`config.mk`:
```
export PLATFORM = sky130hd
export DESIGN_NAME = cfg_seq_ctrl
export DESIGN_NICKNAME = d
export VERILOG_FILES = /design/src/rtl/cfg_seq_pkg.sv /design/src/rtl/cfg_mode_dec.sv /design/src/rtl/cfg_tick_cnt.sv /design/src/rtl/cfg_seq_ctrl.sv
export SDC_FILE = /design/constraint.sdc
export NUM_CORES = 1
export LEC_CHECK = 0
export ABC_AREA = 1
export BUFFER_PORTS_ARGS = -buffer_cell sky130_fd_sc_hd__buf_4
export CAP_MARGIN = 20
export CORE_MARGIN = 4
export CORE_UTILIZATION = 45
export CTS_BUF_LIST = sky130_fd_sc_hd__clkbuf_16
export CTS_CLUSTER_DIAMETER = 200
export DETAILED_ROUTE_END_ITERATION = 8
export GPL_TIMING_DRIVEN = 0
export PLACE_DENSITY = 0.66
export SYNTH_ARGS = -nofsm -noshare
export SYNTH_HDL_FRONTEND = slang
export SYNTH_SLANG_ARGS = --single-unit
```
`constraint.sdc`:
```
create_clock -name clk_i -period 2.7 [get_ports clk_i]
set_clock_uncertainty 0.1 [all_clocks]
set_input_delay 0.54 -clock clk_i [delete_from_list [all_inputs] [get_ports clk_i]]
set_output_delay 0.54 -clock clk_i [all_outputs]
set_load 0.02 [all_outputs]
```
`src/rtl/cfg_seq_pkg.sv`:
```
package cfg_seq_pkg;
  typedef enum logic [2:0] {
    ST_POR, ST_CLEAR, ST_LOAD, ST_START, ST_OPER, ST_ERR
  } cfg_state_e;
endpackage

```
`src/rtl/cfg_mode_dec.sv`:
```
module cfg_mode_dec #(
  parameter logic [7:0] MASTER_SET   = 8'b0000_1101,
  parameter logic [7:0] RESERVED_SET = 8'b0101_0010
) (
  input  logic [2:0] mode_i,
  output logic       master_o,
  output logic       reserved_o
);
  assign master_o   = MASTER_SET[mode_i];
  assign reserved_o = RESERVED_SET[mode_i];
endmodule

```
`src/rtl/cfg_tick_cnt.sv`:
```
module cfg_tick_cnt #(
  parameter int W = 8
) (
  input  logic         clk_i,
  input  logic         rst_ni,
  input  logic         clr_i,
  input  logic         tick_i,
  input  logic [W-1:0] lim_i,
  output logic         hit_o
);
  logic [W-1:0] cnt_q;

  // >= keeps hit stable if the limit drops below the count
  assign hit_o = (cnt_q >= lim_i);

  always_ff @(posedge clk_i or negedge rst_ni) begin
    if (!rst_ni)                 cnt_q <= '0;
    else if (clr_i)              cnt_q <= '0;
    else if (tick_i && !hit_o)   cnt_q <= cnt_q + 1'b1;
  end
endmodule

```
`src/rtl/cfg_seq_ctrl.sv`:
```
module cfg_seq_ctrl
  import cfg_seq_pkg::*;
#(
  parameter int POR_SHORT_TICKS = 16384,
  parameter int MASTER_MULT     = 4,
  parameter int CLEAR_TICKS     = 200,
  parameter int ABORT_TICKS     = 3,
  parameter int STARTUP_TICKS   = 4
) (
  input  logic       clk_i,
  input  logic       rst_ni,
  input  logic       tick_i,
  input  logic       ext_rst_ni,
  input  logic       reprog_ni,
  input  logic [2:0] mode_i,
  input  logic       cfg_done_i,
  input  logic       stop_err_i,
  output logic       init_no,
  output logic       clr_mem_o,
  output logic       cclk_out_o,
  output logic [2:0] mode_o,
  output logic       io_tri_o,
  output logic       io_pu_o
);
  localparam int POR_LONG_TICKS = POR_SHORT_TICKS * MASTER_MULT;
  localparam int PW = $clog2(POR_LONG_TICKS + 1);
  localparam int AW = $clog2(ABORT_TICKS + 1);

  cfg_state_e state_q, state_d;
  logic [2:0] mode_q, mode_d;
  logic       master_q, master_d;
  logic       live_master, live_reserved;
  logic       ph_hit, ab_hit;
  logic [PW-1:0] ph_lim;
  logic       both_low, running;

  cfg_mode_dec u_dec (
    .mode_i    (mode_i),
    .master_o  (live_master),
    .reserved_o(live_reserved)
  );

  always_comb begin
    unique case (state_q)
      ST_POR:   ph_lim = live_master ? PW'(POR_LONG_TICKS) : PW'(POR_SHORT_TICKS);
      ST_CLEAR: ph_lim = PW'(CLEAR_TICKS);
      ST_START: ph_lim = PW'(STARTUP_TICKS);
      default:  ph_lim = '0;
    endcase
  end

  // phase counter restarts on every state change
  cfg_tick_cnt #(.W(PW)) u_phase (
    .clk_i (clk_i),
    .rst_ni(rst_ni),
    .clr_i (state_d != state_q),
    .tick_i(tick_i),
    .lim_i (ph_lim),
    .hit_o (ph_hit)
  );

  // abort counter: consecutive ticks of external reset low while loading
  cfg_tick_cnt #(.W(AW)) u_abort (
    .clk_i (clk_i),
    .rst_ni(rst_ni),
    .clr_i (ext_rst_ni || (state_q != ST_LOAD)),
    .tick_i(tick_i),
    .lim_i (AW'(ABORT_TICKS)),
    .hit_o (ab_hit)
  );

  assign both_low = !reprog_ni && !ext_rst_ni;

  always_comb begin
    state_d  = state_q;
    mode_d   = mode_q;
    master_d = master_q;
    unique case (state_q)
      ST_POR:   if (ph_hit) state_d = ST_CLEAR;
      ST_CLEAR: if (ph_hit && ext_rst_ni) begin
        mode_d   = mode_i;
        master_d = live_master;
        state_d  = live_reserved ? ST_ERR : ST_LOAD;
      end
      ST_LOAD: begin
        if (stop_err_i)      state_d = ST_ERR;
        else if (ab_hit)     state_d = ST_CLEAR;
        else if (cfg_done_i) state_d = ST_START;
      end
      ST_START: if (ph_hit) state_d = ST_OPER;
      ST_OPER,
      ST_ERR:   if (both_low) state_d = ST_CLEAR;
      default:  state_d = ST_POR;
    endcase
  end

  always_ff @(posedge clk_i or negedge rst_ni) begin
    if (!rst_ni) begin
      state_q  <= ST_POR;
      mode_q   <= '0;
      master_q <= 1'b0;
    end else begin
      state_q  <= state_d;
      mode_q   <= mode_d;
      master_q <= master_d;
    end
  end

  assign running    = (state_q == ST_LOAD) || (state_q == ST_START) || (state_q == ST_OPER);
  assign clr_mem_o  = (state_q == ST_CLEAR) && !ph_hit;
  assign init_no    = !((state_q == ST_POR) || (state_q == ST_ERR) || clr_mem_o);
  assign cclk_out_o = master_q && running;
  assign mode_o     = mode_q;
  assign io_tri_o   = (state_q != ST_OPER);
  assign io_pu_o    = (state_q != ST_OPER);
endmodule

```
==> results of run 1 <==
==> kinds of logic (layout without fill, tap and decap cells) <==
| family | Yosys count | in the layout | synth area share (%) |
|---|---|---|---|
| AND/OR/NAND/NOR | 133 | 133 | 38.0 |
| XOR/XNOR | 16 | 16 | 7.16 |
| buffers and inverters | 41 | 89 | 8.89 |
| flip-flops | 26 | 26 | 33.2 |
| multiplexers | 1 | 1 | 0.512 |
| AO/OA/AOI/OAI | 19 | 19 | 6.39 |
| adder cells (fa/ha/maj) | 9 | 9 | 5.75 |
==> stage by stage <==
stage / utilization, % / std cells / hold WS [ns] / power, W
finish: 65.2 / 343 / 0.0791 / 0.00260
global route: 65.2 / 343 / 0.103 / 0.00276
CTS: 60.3 / 331 / 0.0929 / 0.00230
detailed placement: 52.2 / 312 / 0.373 / 0.00154
global placement: 52.2 / 312 / 0.364 / 0.00152
floorplan: - / 245 / 0.144 / 0.00129
==> cells in the final DEF, fill, tap and decap left out, types with 2 or more instances in the layout <==
| cell type | n |
|---|---|
| xnor2_1 | 3 |
| nor2_2 | 10 |
| nand4_1 | 5 |
| clkinv_1 | 2 |
| ha_1 | 4 |
| nor4_1 | 2 |
| buf_12 | 3 |
| nand3_4 | 3 |
| buf_4 | 38 |
| o21ai_4 | 2 |
| ha_4 | 5 |
| nand2_1 | 37 |
| nor2_4 | 18 |
| inv_1 | 27 |
| a21oi_2 | 3 |
| buf_6 | 5 |
| nor2_1 | 15 |
| nor3_1 | 5 |
| a21oi_1 | 3 |
| clkbuf_16 | 3 |
| nand3_1 | 13 |
| dfrtp_1 | 25 |
| o21ai_0 | 6 |
| inv_2 | 9 |
| nand2_2 | 15 |
| inv_4 | 2 |
| xor2_1 | 12 |
| nand2_4 | 3 |
==> routing by layer <==
| metal | up-vias | routed length (microns) | track usage, % |
|---|---|---|---|
| li1 | 869 | - | - |
| met1 | 853 | 2140 | 25.8 |
| met2 | 25 | 2380 | 26.1 |
| met3 | 5 | 121 | 2.97 |
| met4 | 0 | 62 | 5.43 |
| met5 | - | 0 | 0 |
==> repair_timing <==
item / in CTS / in global routing
endpoints found under the setup margin: 19 / 19
hold buffers: 0 / 0
setup buffers: 14 / 13
pin swaps: 9 / 21
gates resized for setup: 22 / 33
cloned: 1 / 0
==> worst reg2reg max path: stages (launching register included) <==
cell and delay, ns:
dfrtp_1 0.40, inv_2 0.09, nor3_4 0.25, inv_4 0.09, ha_4 0.27, nand2_1 0.06, nand2_1 0.06, a21oi_2 0.15
nand2_2 0.10, nand2_4 0.09, buf_6 0.10, buf_4 0.11, nand4_4 0.17, buf_4 0.21, nor3_1 0.17, xor2_1 0.26
nor2_4 0.04
==> worst max-delay path by stage <==
stage / depth (start not counted) / end / slack (ns)
after CTS: 15 / init_no / -0.08
after global routing: 13 / init_no / -0.25
after global placement: 18 / u_phase.cnt_q[11] / -0.27
after floorplan: 11 / clr_mem_o / 0.07
after detailed placement: 18 / u_phase.cnt_q[9] / -0.31
final: 13 / init_no / -0.15
==> final cells by class <==
| cell class | instances | area (sq um) | share of cell area (%) |
|---|---|---|---|
| multi-input cells | 178 | 1340 | 49.9 |
| flip-flops and latches | 26 | 652 | 24.3 |
| repair buffers | 44 | 374 | 13.9 |
| inverters | 39 | 151 | 5.64 |
| clock buffers | 3 | 75.1 | 2.80 |
| well taps | 50 | 62.6 | 2.33 |
| plain buffers | 2 | 27.5 | 1.03 |
| clock inverters | 1 | 3.75 | 0.140 |
==> power by group <==
part / total, W / switching (W) / internal [W] / leakage (nW)
Combinational: 0.00178 / 0.000947 / 0.000829 / 0.846
Sequential: 0.000488 / 0.0000477 / 0.000441 / 0.353
Clock: 0.000333 / 0.000135 / 0.000198 / 0.0385
Total: 0.00260 / 0.00113 / 0.00147 / 1.24
==> flip-flops by register name, indices dropped and copies added (netlist names) <==
name	cells
state_q	3
mode_o	3
u_phase.cnt_q	17
u_abort.cnt_q	2
master_q	1
==> impl_metrics.env, run 1 <==
export IMPL_status="finished, violations left"
export IMPL_violations="negative setup slack"
export IMPL_wire_per_inst_microns=13.7
export IMPL_arrival_ns=2.21
export IMPL_rsz0062_at_grt="yes"
export IMPL_ios=18
export IMPL_drtPass1Iterations=4
export IMPL_postSynthAreaPerCell_sq_um=7.99
export IMPL_drcViolationCount=0
export IMPL_overflow=0
export IMPL_critical_path_startpoint="state_q[0]"
export IMPL_timing_final_crit_period_ns=2.85
export IMPL_start_util_pct=47.6
export IMPL_synth_seq_cells=26
export IMPL_grt_pass1_vias=1558
export IMPL_die_h_microns=73.9
export IMPL_setup_viol=14
export IMPL_clk_path_buf_depth=2
export IMPL_cp_num_buf_inv=4
export IMPL_portBuffers=17
export IMPL_pre_cts_ws_ns=-0.310
export IMPL_drv_cap=0
export IMPL_setup_tns_ns=-0.884
export IMPL_drive_gt1_share_pct=43.3
export IMPL_synthesis_nets=264
export IMPL_yosys_warnings=0
export IMPL_synthTopCellsByArea="dfrtp_1, nand2_1, nor2_4, inv_1, xor2_1"
export IMPL_worstMarginPinSlew_ns=0.537
export IMPL_synth_flop_cell="dfrtp_1"
export IMPL_fmaxAchievable_mhz=351
export IMPL_start_kind="flip-flop"
export IMPL_die_x_microns=73.9
export IMPL_antenna_found_initial=0
export IMPL_cts_tree="built"
export IMPL_max_stage_delay_ns=0.40
export IMPL_async_reset_ff_share_pct=100
export IMPL_num_antenna_cells=0
export IMPL_cts_max_level=1
export IMPL_critical_path_class="reg2out"
export IMPL_synth_cell_area_sq_um=1960
export IMPL_path_clk_slew_ns=0.07
export IMPL_rr_worst_depth=16
export IMPL_cts_buffers=3
export IMPL_final_antenna_net_count=0
export IMPL_vias_per_cell=5.11
export IMPL_slew_headroom_pct=64.2
export IMPL_core_sq_um=4120
export IMPL_postSynthCellCount=245
export IMPL_reg2reg_slack_ns=-0.11
export IMPL_crit_top_cell="nand2_1"
export IMPL_power_density_nw_per_um2=967
export IMPL_hold_viol_final=0
export IMPL_irDropWorstVdd_uv=566
export IMPL_seq_area_frac_synth_pct=33.2
export IMPL_cp_data_required_time_ns=2.06
export IMPL_place_area_sq_um=2150
export IMPL_num_vias=1752
export IMPL_die_area_sq_um=5470
export IMPL_cp_max_fo=4
export IMPL_synth_edf_count=0
export IMPL_grt_pass1_wl_microns=7340
export IMPL_setup_ws_ns=-0.147
export IMPL_synth_most_common_cell="nand2_1"
export IMPL_path_cells="inv_2 > nor3_4 > inv_4 > ha_4 > nand2_1 > nand2_1 > a21oi_2 > nand2_2 > nand2_4 > nand3_4 > o21ai_2 > inv_1 > buf_6"
export IMPL_synth_cell_types=36
export IMPL_grt_max_degree=27
export IMPL_rows=23
export IMPL_p_leak_nw=1.24
export IMPL_synth_common_cells="nand2_1, inv_1, dfrtp_1"
export IMPL_routed_wl_microns=4700
export IMPL_r2r_start="state_q[0]"
export IMPL_drtIter0Drc=134
export IMPL_fillCellCount=338
export IMPL_timing_rr_end="u_phase.cnt_q[8]"
export IMPL_cpMaxStageDelayCell="dfrtp_1"
export IMPL_final_area_sq_um=2690
export IMPL_slew_viol_final=0
export IMPL_cp_top_family="simple AND/OR/NAND/NOR gates"
export IMPL_hpwlAfterDp_microns=2910
export IMPL_fin_crit_sh_pct=105
export IMPL_clockRootBuffer="clkbuf_16"
export IMPL_end_kind="output port"
export IMPL_gp_congestion=0.905
export IMPL_nets=313
export IMPL_clk_latency_ns=0.26
export IMPL_synth_top_area_share_pct=33.2
export IMPL_syn_to_final_growth_pct=37.2
export IMPL_yosysTopAreaCell="dfrtp_1"
export IMPL_grt_usage_pct=17.5
export IMPL_clock_sinks=26
export IMPL_hold_class="in2async"
Note: power is estimated with default switching activity, not from simulation.
==> inputs of run 2 (changes only) <==
--- a/config.mk
+++ b/config.mk
@@ -15,6 +15,7 @@
 export DETAILED_ROUTE_END_ITERATION = 8
 export GPL_TIMING_DRIVEN = 0
 export PLACE_DENSITY = 0.66
+export SETUP_SLACK_MARGIN = 0.3
 export SYNTH_ARGS = -nofsm -noshare
 export SYNTH_HDL_FRONTEND = slang
 export SYNTH_SLANG_ARGS = --single-unit
==> run 2 against run 1 <==
Effect of this change:
- the flow still finishes with violations (negative setup slack)
- sequential share of layout area increased by 0.28 points
- non-clock buffer count fell by 6
- critical endpoint is now u_phase.cnt_q[6]
- register-to-register slack better by 0.04 ns
- combinational power about the same
==> impl_metrics.env, run 2 (synthesized netlist as in run 1, its figures left out) <==
export IMPL_start_kind="flip-flop"
export IMPL_power_density_nw_per_um2=1010
export IMPL_num_antenna_cells=0
export IMPL_reg2reg_slack_ns=-0.07
export IMPL_cts_tree="built"
export IMPL_cp_max_fo=5
export IMPL_rsz0062_at_grt="yes"
export IMPL_wire_per_inst_microns=13.4
export IMPL_cp_data_required_time_ns=2.75
export IMPL_num_vias=1674
export IMPL_core_sq_um=4120
export IMPL_switching_share_pct=41.8
export IMPL_hold_class="in2async"
export IMPL_cts_max_level=1
export IMPL_hpwlAfterDp_microns=2890
export IMPL_clk_path_buf_depth=2
export IMPL_violations="negative setup slack"
export IMPL_clockRootBuffer="clkbuf_16"
export IMPL_portBuffers=17
export IMPL_end_kind="flip-flop"
export IMPL_clk_latency_ns=0.27
export IMPL_clock_sinks=26
export IMPL_timing_rr_end="u_phase.cnt_q[6]"
export IMPL_die_x_microns=73.9
export IMPL_total_power_w=0.00269
export IMPL_antenna_found_initial=0
export IMPL_grt_usage_pct=17.7
export IMPL_use_met3_pct=2.57
export IMPL_power_switching_w=0.00113
export IMPL_largest_reg_flops=17
export IMPL_drive_gt1_share_pct=44.6
export IMPL_grt_max_degree=27
export IMPL_drtIter0Drc=41
export IMPL_vias_per_cell=4.97
export IMPL_overflow=0
export IMPL_r2r_start="state_q[1]"
export IMPL_fmaxAchievable_mhz=362
export IMPL_use_met1_pct=21.7
export IMPL_routed_wl_microns=4510
export IMPL_critical_path_class="reg2reg"
export IMPL_drtPass1Iterations=4
export IMPL_path_clk_slew_ns=0.07
export IMPL_p_clk_share_pct=16.3
export IMPL_final_antenna_net_count=0
export IMPL_grt_pass1_wl_microns=7370
export IMPL_gr_usage_met2_pct=29.5
export IMPL_die_area_sq_um=5470
export IMPL_cts_buffers=3
export IMPL_layout_commonest_cell="nand2_1"
export IMPL_slew_viol_final=0
export IMPL_syn_to_final_growth_pct=36.2
export IMPL_sequentialPowerShare_pct=18.3
export IMPL_rows=23
export IMPL_timing_final_crit_period_ns=2.77
export IMPL_start_util_pct=47.6
export IMPL_irDropWorstVdd_uv=559
export IMPL_nets=307
export IMPL_die_h_microns=73.9
export IMPL_top_register="u_phase.cnt_q"
export IMPL_worstMarginPinSlew_ns=0.567
export IMPL_status="finished, violations left"
export IMPL_gp_congestion=0.771
export IMPL_internal_power_w=0.00157
export IMPL_mostFrequentLayoutCells="nand2_1, buf_4, inv_1"
export IMPL_setup_tns_ns=-0.638
export IMPL_setup_ws_ns=-0.0656
export IMPL_rr_worst_depth=17
export IMPL_grt_pass1_vias=1675
export IMPL_arrival_ns=2.82
export IMPL_drv_cap=0
export IMPL_setup_viol=11
export IMPL_busiest_layer="met2"
export IMPL_fillCellCount=352
export IMPL_ios=18
export IMPL_drcViolationCount=0
export IMPL_power_frac_comb_pct=65.4
export IMPL_p_leak_nw=1.21
export IMPL_slew_headroom_pct=61.9
export IMPL_hold_viol_final=0
export IMPL_fin_crit_sh_pct=102
-- run 2: changes by cell type in the layout (fill, tap and decap cells not counted), sizes merged --
| cell | previous run | this run |
|---|---|---|
| clkinvlp | 0 | 1 |
| clkinv | 2 | 0 |
| bufinv | 0 | 1 |
| buf | 46 | 40 |
-- run 2: stage by stage --
| stage | cells | hold slack (ns) | cell area [sq um] | utilization [%] | setup slack (ns) |
|---|---|---|---|---|---|
| floorplan | 245 | 0.144 | 1990 | - | 0.164 |
| CTS | 332 | 0.0913 | 2510 | 61.0 | -0.0623 |
| finish | 337 | 0.0822 | 2670 | 64.8 | -0.0656 |
| global placement | 312 | 0.357 | 2180 | 53.1 | -0.140 |
| global route | 337 | 0.103 | 2670 | 64.8 | -0.202 |
| detailed placement | 312 | 0.374 | 2180 | 53.1 | -0.164 |
-- run 2: how the worst max path moves through the flow --
stage	from	endpoint	slack (ns)	cells past startpoint
4_1_cts	state_q[0]	init_no	-0.06	12
3_3_place_gp	state_q[1]	u_phase.cnt_q[6]	-0.14	17
3_5_place_dp	state_q[0]	u_phase.cnt_q[6]	-0.16	18
2_1_floorplan	state_q[1]	u_phase.cnt_q[6]	0.16	17
5_1_grt	state_q[1]	u_phase.cnt_q[6]	-0.20	19
6_report	state_q[1]	u_phase.cnt_q[6]	-0.07	17
-- run 2: cell type report --
class	count	area [sq um]	share of cell area, %
Tap cell	50	62.6	2.35
Clock buffer	3	75.1	2.82
Sequential cell	26	654	24.6
Timing Repair Buffer	38	348	13.1
Inverter	39	155	5.82
Multi-Input combinational cell	178	1310	49.2
Buffer	2	27.5	1.03
Clock inverter	1	30.0	1.13
-- run 2: critical path, stage by stage, from the launching register on --
cell and delay (ns):
dfrtp_2 0.45, nor3_4 0.25, inv_4 0.10, ha_4 0.27
nand3_1 0.11, nor2_4 0.15, nand3_2 0.11, nand3_4 0.14
buf_6 0.14, nand2_4 0.07, o21ai_4 0.17, nand2_2 0.08
nand2_2 0.06, nand2_2 0.06, nand2_4 0.10, buf_6 0.11
buf_12 0.13, nor2_4 0.03
-- run 2: power by group through the flow --
| stage | combinational (W) | clock, W | sequential, W |
|---|---|---|---|
| after floorplan | 0.000811 | 0 | 0.000509 |
| after global placement | 0.00107 | 0 | 0.000491 |
| after detailed placement | 0.00109 | 0 | 0.000494 |
| after CTS | 0.00151 | 0.000451 | 0.000489 |
| after global routing | 0.00189 | 0.000467 | 0.000498 |
| final | 0.00176 | 0.000439 | 0.000492 |
-- run 2: timing repair --
item | 4_1_cts | 5_1_grt
setup endpoints to repair | 23 | 24
hold buffers | 0 | 0
setup buffers | 15 | 5
gates resized for setup | 19 | 37
pin swaps | 6 | 15
gates cloned | 1 | 0
-- run 2: layer usage --
layer / vias up / part of all wire, %
met2: 27 / 50
met5: - / 0
met4: 0 / 2.5
met3: 11 / 3.8
met1: 777 / 44
li1: 859 / -
==> inputs of run 3 (changes only) <==
--- a/config.mk
+++ b/config.mk
@@ -5,7 +5,7 @@
 export SDC_FILE = /design/constraint.sdc
 export NUM_CORES = 1
 export LEC_CHECK = 0
-export ABC_AREA = 1
+export ABC_AREA = 0
 export BUFFER_PORTS_ARGS = -buffer_cell sky130_fd_sc_hd__buf_4
 export CAP_MARGIN = 20
 export CORE_MARGIN = 4
==> run 3 against run 2 <==
Effect of this change:
- the run still ends with negative setup slack left
- combinational power hardly changed
- critical path depth shrank 4
- global-route usage grew 4.7 points
- clock-buffer cell count is the same
- clock power is 22% lower
- largest cell class unchanged
==> impl_metrics.env, run 3 <==
export IMPL_num_vias=2021
export IMPL_cts_tree="built"
export IMPL_synth_edf_count=0
export IMPL_path_clk_slew_ns=0.07
export IMPL_rows=23
export IMPL_die_h_microns=72.3
export IMPL_synth_common_cells="dfrtp_1, a21oi_1, or4_1"
export IMPL_overflow=0
export IMPL_postSynthAreaPerCell_sq_um=8.98
export IMPL_mostFrequentLayoutCells="buf_4, dfrtp_1, buf_6"
export IMPL_grt_pass1_wl_microns=9150
export IMPL_core_sq_um=4000
export IMPL_hold_class="in2async"
export IMPL_seq_area_frac_synth_pct=35.0
export IMPL_arrival_ns=2.80
export IMPL_setup_viol=26
export IMPL_syn_to_final_growth_pct=52.5
export IMPL_clk_path_buf_depth=2
export IMPL_start_kind="flip-flop"
export IMPL_layout_commonest_cell="buf_4"
export IMPL_cts_buffers=3
export IMPL_drv_cap=0
export IMPL_synthTopCellsByArea="dfrtp_1, ha_1, or4_1, a21oi_1, o31ai_1"
export IMPL_finalNonFillerCells=308
export IMPL_critical_path_class="reg2out"
export IMPL_slew_viol_final=0
export IMPL_start_util_pct=46.4
export IMPL_synth_most_common_cell="dfrtp_1"
export IMPL_clock_sinks=26
export IMPL_setup_tns_ns=-7.08
export IMPL_status="finished, violations left"
export IMPL_slew_headroom_pct=50.9
export IMPL_hold_viol_final=0
export IMPL_finish_utilization_pct=70.8
export IMPL_postSynthCellCount=207
export IMPL_rsz0062_at_grt="yes"
export IMPL_drtPass1Iterations=4
export IMPL_gp_congestion=0.861
export IMPL_final_antenna_net_count=0
export IMPL_drcViolationCount=0
export IMPL_fin_worst_hold_slack_ns=0.0774
export IMPL_die_x_microns=72.3
export IMPL_place_area_sq_um=2170
export IMPL_grt_pass1_vias=1867
export IMPL_fin_crit_sh_pct=128
export IMPL_nets=279
export IMPL_power_density_nw_per_um2=919
export IMPL_drtIter0Drc=197
export IMPL_wire_per_inst_microns=21.4
export IMPL_fmaxAchievable_mhz=290
export IMPL_violations="negative setup slack"
export IMPL_clk_latency_ns=0.27
export IMPL_cts_max_level=1
export IMPL_async_reset_ff_share_pct=100
export IMPL_p_leak_nw=1.14
export IMPL_synth_top_area_share_pct=35.0
export IMPL_timing_final_crit_period_ns=3.44
export IMPL_clockRootBuffer="clkbuf_16"
export IMPL_grt_max_degree=27
export IMPL_final_area_sq_um=2830
export IMPL_end_kind="output port"
export IMPL_yosysTopAreaCell="dfrtp_1"
export IMPL_drive_gt1_share_pct=44.2
export IMPL_hpwlAfterDp_microns=3840
export IMPL_irDropWorstVdd_uv=495
export IMPL_synth_flop_cell="dfrtp_1"
export IMPL_yosys_warnings=0
export IMPL_cts_hold_buf=0
export IMPL_ios=18
export IMPL_largest_reg_flops=17
export IMPL_cp_data_required_time_ns=2.06
export IMPL_synthesis_nets=226
export IMPL_portBuffers=16
export IMPL_synth_cell_types=45
export IMPL_top_register="u_phase.cnt_q"
export IMPL_cp_max_fo=4
export IMPL_routed_wl_microns=6600
export IMPL_vias_per_cell=6.56
export IMPL_setup_ws_ns=-0.744
export IMPL_antenna_found_initial=0
export IMPL_synth_cell_area_sq_um=1860
export IMPL_num_antenna_cells=0
export IMPL_die_area_sq_um=5220
export IMPL_grt_usage_pct=22.3
export IMPL_worstMarginPinSlew_ns=0.730
export IMPL_synth_seq_cells=26
export IMPL_place_inst=273
run 3: cell count changes after synthesis, moves of 8 or more:
cell / delta
a21oi_1: +15
clkbuf_1: +8
inv_1: -21
nand2_1: -36
nand2_2: -8
nand3_1: -9
nor2_1: -15
nor2_4: -14
o31ai_1: +12
or4_1: +14
xor2_1: -13
run 3: logic make-up after synthesis:
group / count (synthesis) / synth area share (%)
and+or+nand+nor: 87 / 28.8
AOI/OAI and AO/OA: 55 / 20.5
buffers and inverters: 22 / 5.19
xor gates and xnor gates: 1 / 0.471
muxes: 7 / 4.04
DFF: 26 / 35.0
adders and majority gates: 9 / 6.06
run 3: cell type report:
type	instances	area, sq um
multi-input combinational	159	1430
fill	283	1170
sequential	26	651
timing repair buffer	48	434
buffer	12	138
clock buffer	3	75.1
tap	50	62.6
inverter	10	40.0
run 3: final timing paths:
kind                             from               end  slack (ns)  depth (start not counted)
setup / recovery           state_q[2]           init_no       -0.74                         13
hold / removal                 rst_ni  u_phase.cnt_q[3]        0.08                          1
setup reg to reg           state_q[1]         mode_o[0]       -0.38                         11
hold reg to reg             mode_o[1]         mode_o[1]        0.42                          1
max in group asynchronous      rst_ni          master_q        2.16                          1
min in group clk_i         ext_rst_ni  u_abort.cnt_q[1]        0.41                          2
run 3: per-stage QoR:
stage	setup WS [ns]	power, W
after detailed placement	-0.743	0.00155
after global routing	-0.828	0.00271
final	-0.744	0.00260
after floorplan	-0.319	0.00125
after global placement	-0.723	0.00151
after CTS	-0.627	0.00217
run 3: repair_timing:
item,CTS,global route
cloned,0,1
endpoints found under the setup margin,26,26
setup buffers,16,15
hold endpoints to repair,0,0
gates resized for setup,25,47
pin swaps,9,28
run 3: layer usage:
metal | wire [microns] | track usage (%) | share of wire (%)
met3 | 375 | 3.19 | 5.7
met1 | 2780 | 31.3 | 42
met2 | 3380 | 35.1 | 51
met5 | 0 | 0 | 0
met4 | 67 | 7.93 | 1.0
run 3: where the power goes:
part | switching, W | internal [W] | leakage [nW]
combinational | 0.000882 | 0.000859 | 0.758
sequential | 0.0000634 | 0.000457 | 0.350
clock | 0.000145 | 0.000197 | 0.0370
total | 0.00109 | 0.00151 | 1.14
run 3: critical path, cell delays in order (launching register included):
cell,delay [ns]
dfrtp_1,0.41
clkbuf_8,0.16
nand2b_4,0.15
nor2_4,0.13
inv_4,0.08
ha_4,0.27
nor4bb_4,0.33
nor4bb_4,0.28
o22a_2,0.21
buf_6,0.12
buf_8,0.10
nor2_4,0.03
o21ai_4,0.12
buf_6,0.14
